File: src/rtl/e4h_pkg.sv
package e4h_pkg;
  typedef enum logic [1:0] {
    K_ZERO = 2'd0,
    K_SUB  = 2'd1,
    K_NORM = 2'd2,
    K_NAN  = 2'd3
  } kind_e;
endpackage

File: src/rtl/e4h_rst_sync.sv
module e4h_rst_sync (
  input  logic clk,
  input  logic rst_n,
  output logic rst_q_n
);
  logic meta_q;
  always_ff @(posedge clk or negedge rst_n) begin
    if (!rst_n) begin
      meta_q  <= 1'b0;
      rst_q_n <= 1'b0;
    end else begin
      meta_q  <= 1'b1;
      rst_q_n <= meta_q;
    end
  end
endmodule

File: src/rtl/e4h_classify.sv
module e4h_classify
  import e4h_pkg::*;
#(
  parameter int EW = 4,
  parameter int MW = 3
) (
  input  logic [EW+MW:0] code,
  output logic           sign,
  output logic [EW-1:0]  exp_f,
  output logic [MW-1:0]  man_f,
  output kind_e          kind
);
  assign sign  = code[EW+MW];
  assign exp_f = code[EW+MW-1:MW];
  assign man_f = code[MW-1:0];

  // Only the all-ones pattern below the sign is NaN; the rest of the
  // top exponent row is finite.
  always_comb begin
    if ((&exp_f) && (&man_f))      kind = K_NAN;
    else if (exp_f == '0 && man_f == '0) kind = K_ZERO;
    else if (exp_f == '0)          kind = K_SUB;
    else                           kind = K_NORM;
  end
endmodule

File: src/rtl/e4h_subnorm.sv
module e4h_subnorm #(
  parameter int MW      = 3,
  parameter int OEW     = 5,
  parameter int OMW     = 10,
  parameter int EXP_OFF = 6
) (
  input  logic [MW-1:0]  man,
  output logic [OEW-1:0] exp_o,
  output logic [OMW-1:0] frac_o
);
  localparam int PW = (MW > 1) ? $clog2(MW) : 1;
  localparam int WW = MW + OMW;

  logic [PW-1:0] lead;
  logic [WW-1:0] wide;

  // Leading-one search: the highest set bit wins.
  always_comb begin
    lead = '0;
    for (int i = 0; i < MW; i++) begin
      if (man[i]) lead = PW'(i);
    end
  end

  // Shift the bits below the leading one to the top of the fraction.
  assign wide   = {man, {OMW{1'b0}}} >> lead;
  assign frac_o = wide[OMW-1:0];
  assign exp_o  = OEW'(EXP_OFF) + OEW'(lead);
endmodule

File: src/rtl/e4h_assemble.sv
module e4h_assemble
  import e4h_pkg::*;
#(
  parameter int EW     = 4,
  parameter int MW     = 3,
  parameter int OEW    = 5,
  parameter int OMW    = 10,
  parameter int REBIAS = 8
) (
  input  logic           sign,
  input  kind_e          kind,
  input  logic [EW-1:0]  exp_f,
  input  logic [MW-1:0]  man_f,
  input  logic [OEW-1:0] sub_exp,
  input  logic [OMW-1:0] sub_frac,
  output logic [OEW+OMW:0] half
);
  always_comb begin
    unique case (kind)
      K_ZERO: half = {sign, {(OEW+OMW){1'b0}}};
      K_SUB:  half = {sign, sub_exp, sub_frac};
      K_NORM: half = {sign, OEW'(exp_f) + OEW'(REBIAS), man_f, {(OMW-MW){1'b0}}};
      default: half = {sign, {OEW{1'b1}}, 1'b1, {(OMW-1){1'b0}}};
    endcase
  end
endmodule

File: src/rtl/e4h_pipe.sv
module e4h_pipe #(
  parameter int W     = 16,
  parameter int DEPTH = 1
) (
  input  logic         clk,
  input  logic         rst_n,
  input  logic         in_vld,
  input  logic [W-1:0] in_dat,
  output logic         out_vld,
  output logic [W-1:0] out_dat
);
  logic         v [DEPTH+1];
  logic [W-1:0] d [DEPTH+1];

  assign v[0] = in_vld;
  assign d[0] = in_dat;

  for (genvar g = 0; g < DEPTH; g++) begin : g_stage
    logic [W-1:0] d_nxt;
    logic         load;
    assign load = v[g];
    always_comb d_nxt = load ? d[g] : d[g+1];

    always_ff @(posedge clk or negedge rst_n) begin
      if (!rst_n) begin
        v[g+1] <= 1'b0;
        d[g+1] <= '0;
      end else begin
        v[g+1] <= v[g];
        d[g+1] <= d_nxt;
      end
    end
  end

  assign out_vld = v[DEPTH];
  assign out_dat = d[DEPTH];
endmodule

File: src/rtl/e4m3_to_half.sv
module e4m3_to_half
  import e4h_pkg::*;
#(
  parameter int IN_EXP_W  = 4,
  parameter int IN_MAN_W  = 3,
  parameter int OUT_EXP_W = 5,
  parameter int OUT_MAN_W = 10,
  parameter int LATENCY   = 1
) (
  input  logic                            clk,
  input  logic                            rst_n,
  input  logic                            in_valid,
  input  logic [IN_EXP_W+IN_MAN_W:0]      in_code,
  output logic                            out_valid,
  output logic [OUT_EXP_W+OUT_MAN_W:0]    out_half
);
  localparam int IN_W     = IN_EXP_W + IN_MAN_W + 1;
  localparam int OUT_W    = OUT_EXP_W + OUT_MAN_W + 1;
  localparam int IN_BIAS  = (1 << (IN_EXP_W - 1)) - 1;
  localparam int OUT_BIAS = (1 << (OUT_EXP_W - 1)) - 1;
  localparam int REBIAS   = OUT_BIAS - IN_BIAS;
  localparam int SUB_EXP0 = OUT_BIAS + 1 - IN_BIAS - IN_MAN_W;

  logic                 rst_q_n;
  logic                 sign;
  logic [IN_EXP_W-1:0]  exp_f;
  logic [IN_MAN_W-1:0]  man_f;
  kind_e                kind;
  logic [OUT_EXP_W-1:0] sub_exp;
  logic [OUT_MAN_W-1:0] sub_frac;
  logic [OUT_W-1:0]     half_c;

  e4h_rst_sync u_rst (
    .clk     (clk),
    .rst_n   (rst_n),
    .rst_q_n (rst_q_n)
  );

  e4h_classify #(.EW(IN_EXP_W), .MW(IN_MAN_W)) u_cls (
    .code  (in_code),
    .sign  (sign),
    .exp_f (exp_f),
    .man_f (man_f),
    .kind  (kind)
  );

  e4h_subnorm #(
    .MW(IN_MAN_W), .OEW(OUT_EXP_W), .OMW(OUT_MAN_W), .EXP_OFF(SUB_EXP0)
  ) u_sub (
    .man    (man_f),
    .exp_o  (sub_exp),
    .frac_o (sub_frac)
  );

  e4h_assemble #(
    .EW(IN_EXP_W), .MW(IN_MAN_W), .OEW(OUT_EXP_W), .OMW(OUT_MAN_W), .REBIAS(REBIAS)
  ) u_asm (
    .sign     (sign),
    .kind     (kind),
    .exp_f    (exp_f),
    .man_f    (man_f),
    .sub_exp  (sub_exp),
    .sub_frac (sub_frac),
    .half     (half_c)
  );

  e4h_pipe #(.W(OUT_W), .DEPTH(LATENCY)) u_pipe (
    .clk     (clk),
    .rst_n   (rst_q_n),
    .in_vld  (in_valid),
    .in_dat  (half_c),
    .out_vld (out_valid),
    .out_dat (out_half)
  );
endmodule

File: config.mk
export PLATFORM = sky130hd
export DESIGN_NAME = e4m3_to_half
export DESIGN_NICKNAME = d
export VERILOG_FILES = /design/src/rtl/e4h_pkg.sv /design/src/rtl/e4h_rst_sync.sv /design/src/rtl/e4h_classify.sv /design/src/rtl/e4h_subnorm.sv /design/src/rtl/e4h_assemble.sv /design/src/rtl/e4h_pipe.sv /design/src/rtl/e4m3_to_half.sv
export SDC_FILE = /design/constraint.sdc
export NUM_CORES = 1
export LEC_CHECK = 0
export BUFFER_PORTS_ARGS = -buffer_cell sky130_fd_sc_hd__buf_2
export CORE_MARGIN = 1
export CORE_UTILIZATION = 56
export CTS_CLUSTER_DIAMETER = 150
export DETAILED_ROUTE_END_ITERATION = 16
export PLACE_DENSITY = 0.93
export SYNTH_ARGS = -nofsm -noshare
export SYNTH_HDL_FRONTEND = slang
export SYNTH_HIERARCHICAL = 1
export SYNTH_SLANG_ARGS = --single-unit
export TNS_END_PERCENT = 10
File: constraint.sdc
create_clock -name clk -period 1 [get_ports clk]
set_clock_uncertainty 0.05 [all_clocks]
set_input_delay 0.15 -clock clk [delete_from_list [all_inputs] [get_ports clk]]
set_output_delay 0.15 -clock clk [all_outputs]
set_load 0.01 [all_outputs]
==> flow_metrics.env <==
export IMPL_drive_gt1_frac=0.500
export IMPL_slew_viol_final=0
export IMPL_critPathCaptureType="flip-flop"
export IMPL_power_internal_uw=1140
export IMPL_ys_warn_count=6
export IMPL_seqPwrFrac=0.554
export IMPL_first_global_vias=723
export IMPL_synth_cell_types=21
export IMPL_crit_chain="buf_6 -> or4_4 -> nor2_2 -> o21a_1 -> nor2b_1 -> a22o_1 -> mux2_4"
export IMPL_vias_per_cell=4.74
export IMPL_place_inst=151
export IMPL_setup_slack_ps=-436
export IMPL_cp_start_kind="input pin"
export IMPL_area_growth_pct=14.6
export IMPL_peakVddDrop_mv=1.12
export IMPL_hpwl_mm=1.40
export IMPL_rsz0062_at_grt="yes"
export IMPL_setup_viol=24
export IMPL_antenna_cells=0
export IMPL_htreeDepth=1
export IMPL_pwr_density_cell_mw_per_mm2=1180
export IMPL_routabilityCongestion=0.773
export IMPL_path_clk_slew_ps=100
export IMPL_synth_seq_cells=19
export IMPL_die_h_um=46.7
export IMPL_cpLargestDelayFamily="simple AND/OR/NAND/NOR gates"
export IMPL_wirelength_mm=1.78
export IMPL_hold_viol_final=0
export IMPL_cp_data_required_time_ps=1140
export IMPL_fin_crit_ps=1440
export IMPL_final_nets=144
export IMPL_hold_class="in2reg"
export IMPL_critical_path_arrival_ps=1580
export IMPL_cts_setup_buffers=0
export IMPL_grt_overflow_total=0
export IMPL_post_route_period_util=1.44
export IMPL_syn_area_per_cell_sq_um=11.1
export IMPL_crit_type="in2reg"
export IMPL_final_common_cell="buf_2"
export IMPL_synth_seq_area_share=0.424
export IMPL_drc=0
export IMPL_fillCellCount=130
export IMPL_num_vias=744
export IMPL_wl_met2_um=914
export IMPL_critPathMaxFanout=3
export IMPL_grt_max_degree=18
export IMPL_post_place_ws_ps=-756
export IMPL_synth_async_reset_ratio=1.00
export IMPL_instances_no_fill=157
export IMPL_drtPass1Iterations=4
export IMPL_cts_root_to_sink_buffers=2
export IMPL_syn_area_sq_mm=0.00112
export IMPL_synth_edf_count=0
export IMPL_antenna_found_initial=0
export IMPL_start_util=0.622
export IMPL_path_buf_inv=1
export IMPL_antenna_left=0
export IMPL_fmaxAchievable_ghz=0.696
export IMPL_dieArea_sq_mm=0.00218
export IMPL_synth_main_ff_cell="dfrtp_1"
export IMPL_clkLatencyLatePin_ps=290
export IMPL_violations="negative setup slack"
export IMPL_power_share_clock=0.250
export IMPL_rows=15
export IMPL_port_buffers=27
export IMPL_switching_share=0.251
export IMPL_crit_path_max_incr_delay_ps=550
export IMPL_wl_per_cell_um=11.4
export IMPL_netlist_instances=101
export IMPL_io_pins=28
export IMPL_p_sw_uw=380
export IMPL_cts_tree="built"
export IMPL_p_leak_uw=0.000697
export IMPL_grt_use_total=0.195
export IMPL_die_w_um=46.7
export IMPL_dr_max_layer_used="met4"
export IMPL_final_cell_mix="buf_2, dfrtp_1, buf_4"
export IMPL_outcome="finished with violations"
export IMPL_grt_pass1_wl_mm=2.90
export IMPL_wl_met1_um=733
export IMPL_cts_root_buf="clkbuf_4"
export IMPL_cts_sinks=19
export IMPL_drv_cap=0
export IMPL_met3_length_um=101
export IMPL_critPathSlowestCell="or4_4"
export IMPL_first_iter_violations=7
export IMPL_combPwrFrac=0.196
export IMPL_core_sq_mm=0.00180
export IMPL_cts_buffers=3
## power by group through the flow
stage / Clock, uW / Combinational (uW) / Sequential, uW
after floorplan: 0 / 197 / 886
after global placement: 0 / 277 / 852
after detailed placement: 0 / 286 / 856
after CTS: 396 / 297 / 841
after global routing: 428 / 326 / 847
final: 379 / 297 / 839
## routing by layer
layer | vias to the layer above | GRT usage
li1 | 365 | -
met1 | 354 | 0.210
met2 | 21 | 0.342
met3 | 4 | 0.0731
met4 | 0 | 0.0800
met5 | - | 0
## cell usage after synthesis, types with 2 or more instances
library cell	n	share of area
buf_4	22	0.15
dfrtp_1	19	0.42
nor2_1	12	0.040
mux2_4	10	0.13
a21oi_1	7	0.031
and2_1	7	0.039
mux2_2	6	0.060
a22o_1	2	0.016
conb_1	2	0.0067
nor2b_1	2	0.011
o21a_1	2	0.013
## final cells by class
| class | count | area [sq um] | area share |
|---|---|---|---|
| repair buffers | 43 | 267 | 0.207 |
| well taps | 25 | 31.3 | 0.0243 |
| inverters | 2 | 7.51 | 0.00584 |
| multi-input cells | 64 | 478 | 0.372 |
| flip-flops and latches | 19 | 475 | 0.370 |
| clock buffers | 4 | 26.3 | 0.0204 |
## metrics by stage
stage | total power (uW) | hold WS, ps | util | cell area (sq um) | setup TNS (ps)
after floorplan | 1080 | -196 | - | 1150 | -4230
after global placement | 1130 | -115 | 0.681 | 1230 | -5280
after detailed placement | 1140 | -114 | 0.681 | 1230 | -5780
after CTS | 1530 | 27.8 | 0.711 | 1280 | -3560
after global routing | 1600 | 21.1 | 0.713 | 1280 | -4700
final | 1520 | 34.4 | 0.713 | 1280 | -3640
## path summary, 6_finish.rpt
| check | from | to | slack, ps | cells past startpoint |
|---|---|---|---|---|
| setup / recovery | in_code[5] | u_pipe/out_dat[8] | -440 | 7 |
| hold / removal | in_code[7] | u_pipe/out_dat[15] | 30 | 2 |
| setup reg to reg | u_pipe/out_dat[5] | u_pipe/out_dat[5] | 140 | 1 |
| hold reg to reg | u_rst/rst_q_n | u_pipe/out_dat[2] | 140 | 1 |
| max in group asynchronous | u_rst/rst_q_n | u_pipe/out_dat[14] | 580 | 1 |
| min in group asynchronous | rst_n | u_rst/meta_q | 110 | 2 |
## repair_timing
action | CTS | global route
endpoints found under the hold margin | 3 | 0
pin swaps | 3 | 0
gates resized for setup | 3 | 1
hold buffers | 2 | 0
setup endpoints to repair | 25 | 25
## registers in the layout, indices dropped and copies added (netlist names)
signal / flops
u_rst/rst_q_n: 1
u_pipe/out_vld: 1
u_pipe/out_dat: 16
u_rst/meta_q: 1
## kinds of logic (layout without fill, tap and decap cells)
kind of cell / Yosys count / in the layout / share of synthesized area
simple gates: 26 / 26 / 0.128
buf+inv: 26 / 49 / 0.182
flops: 19 / 19 / 0.424
mux: 16 / 16 / 0.194
compound gates: 12 / 12 / 0.0647
other cells: 2 / 10 / 0.00670
(Power assumes the default switching activity.)
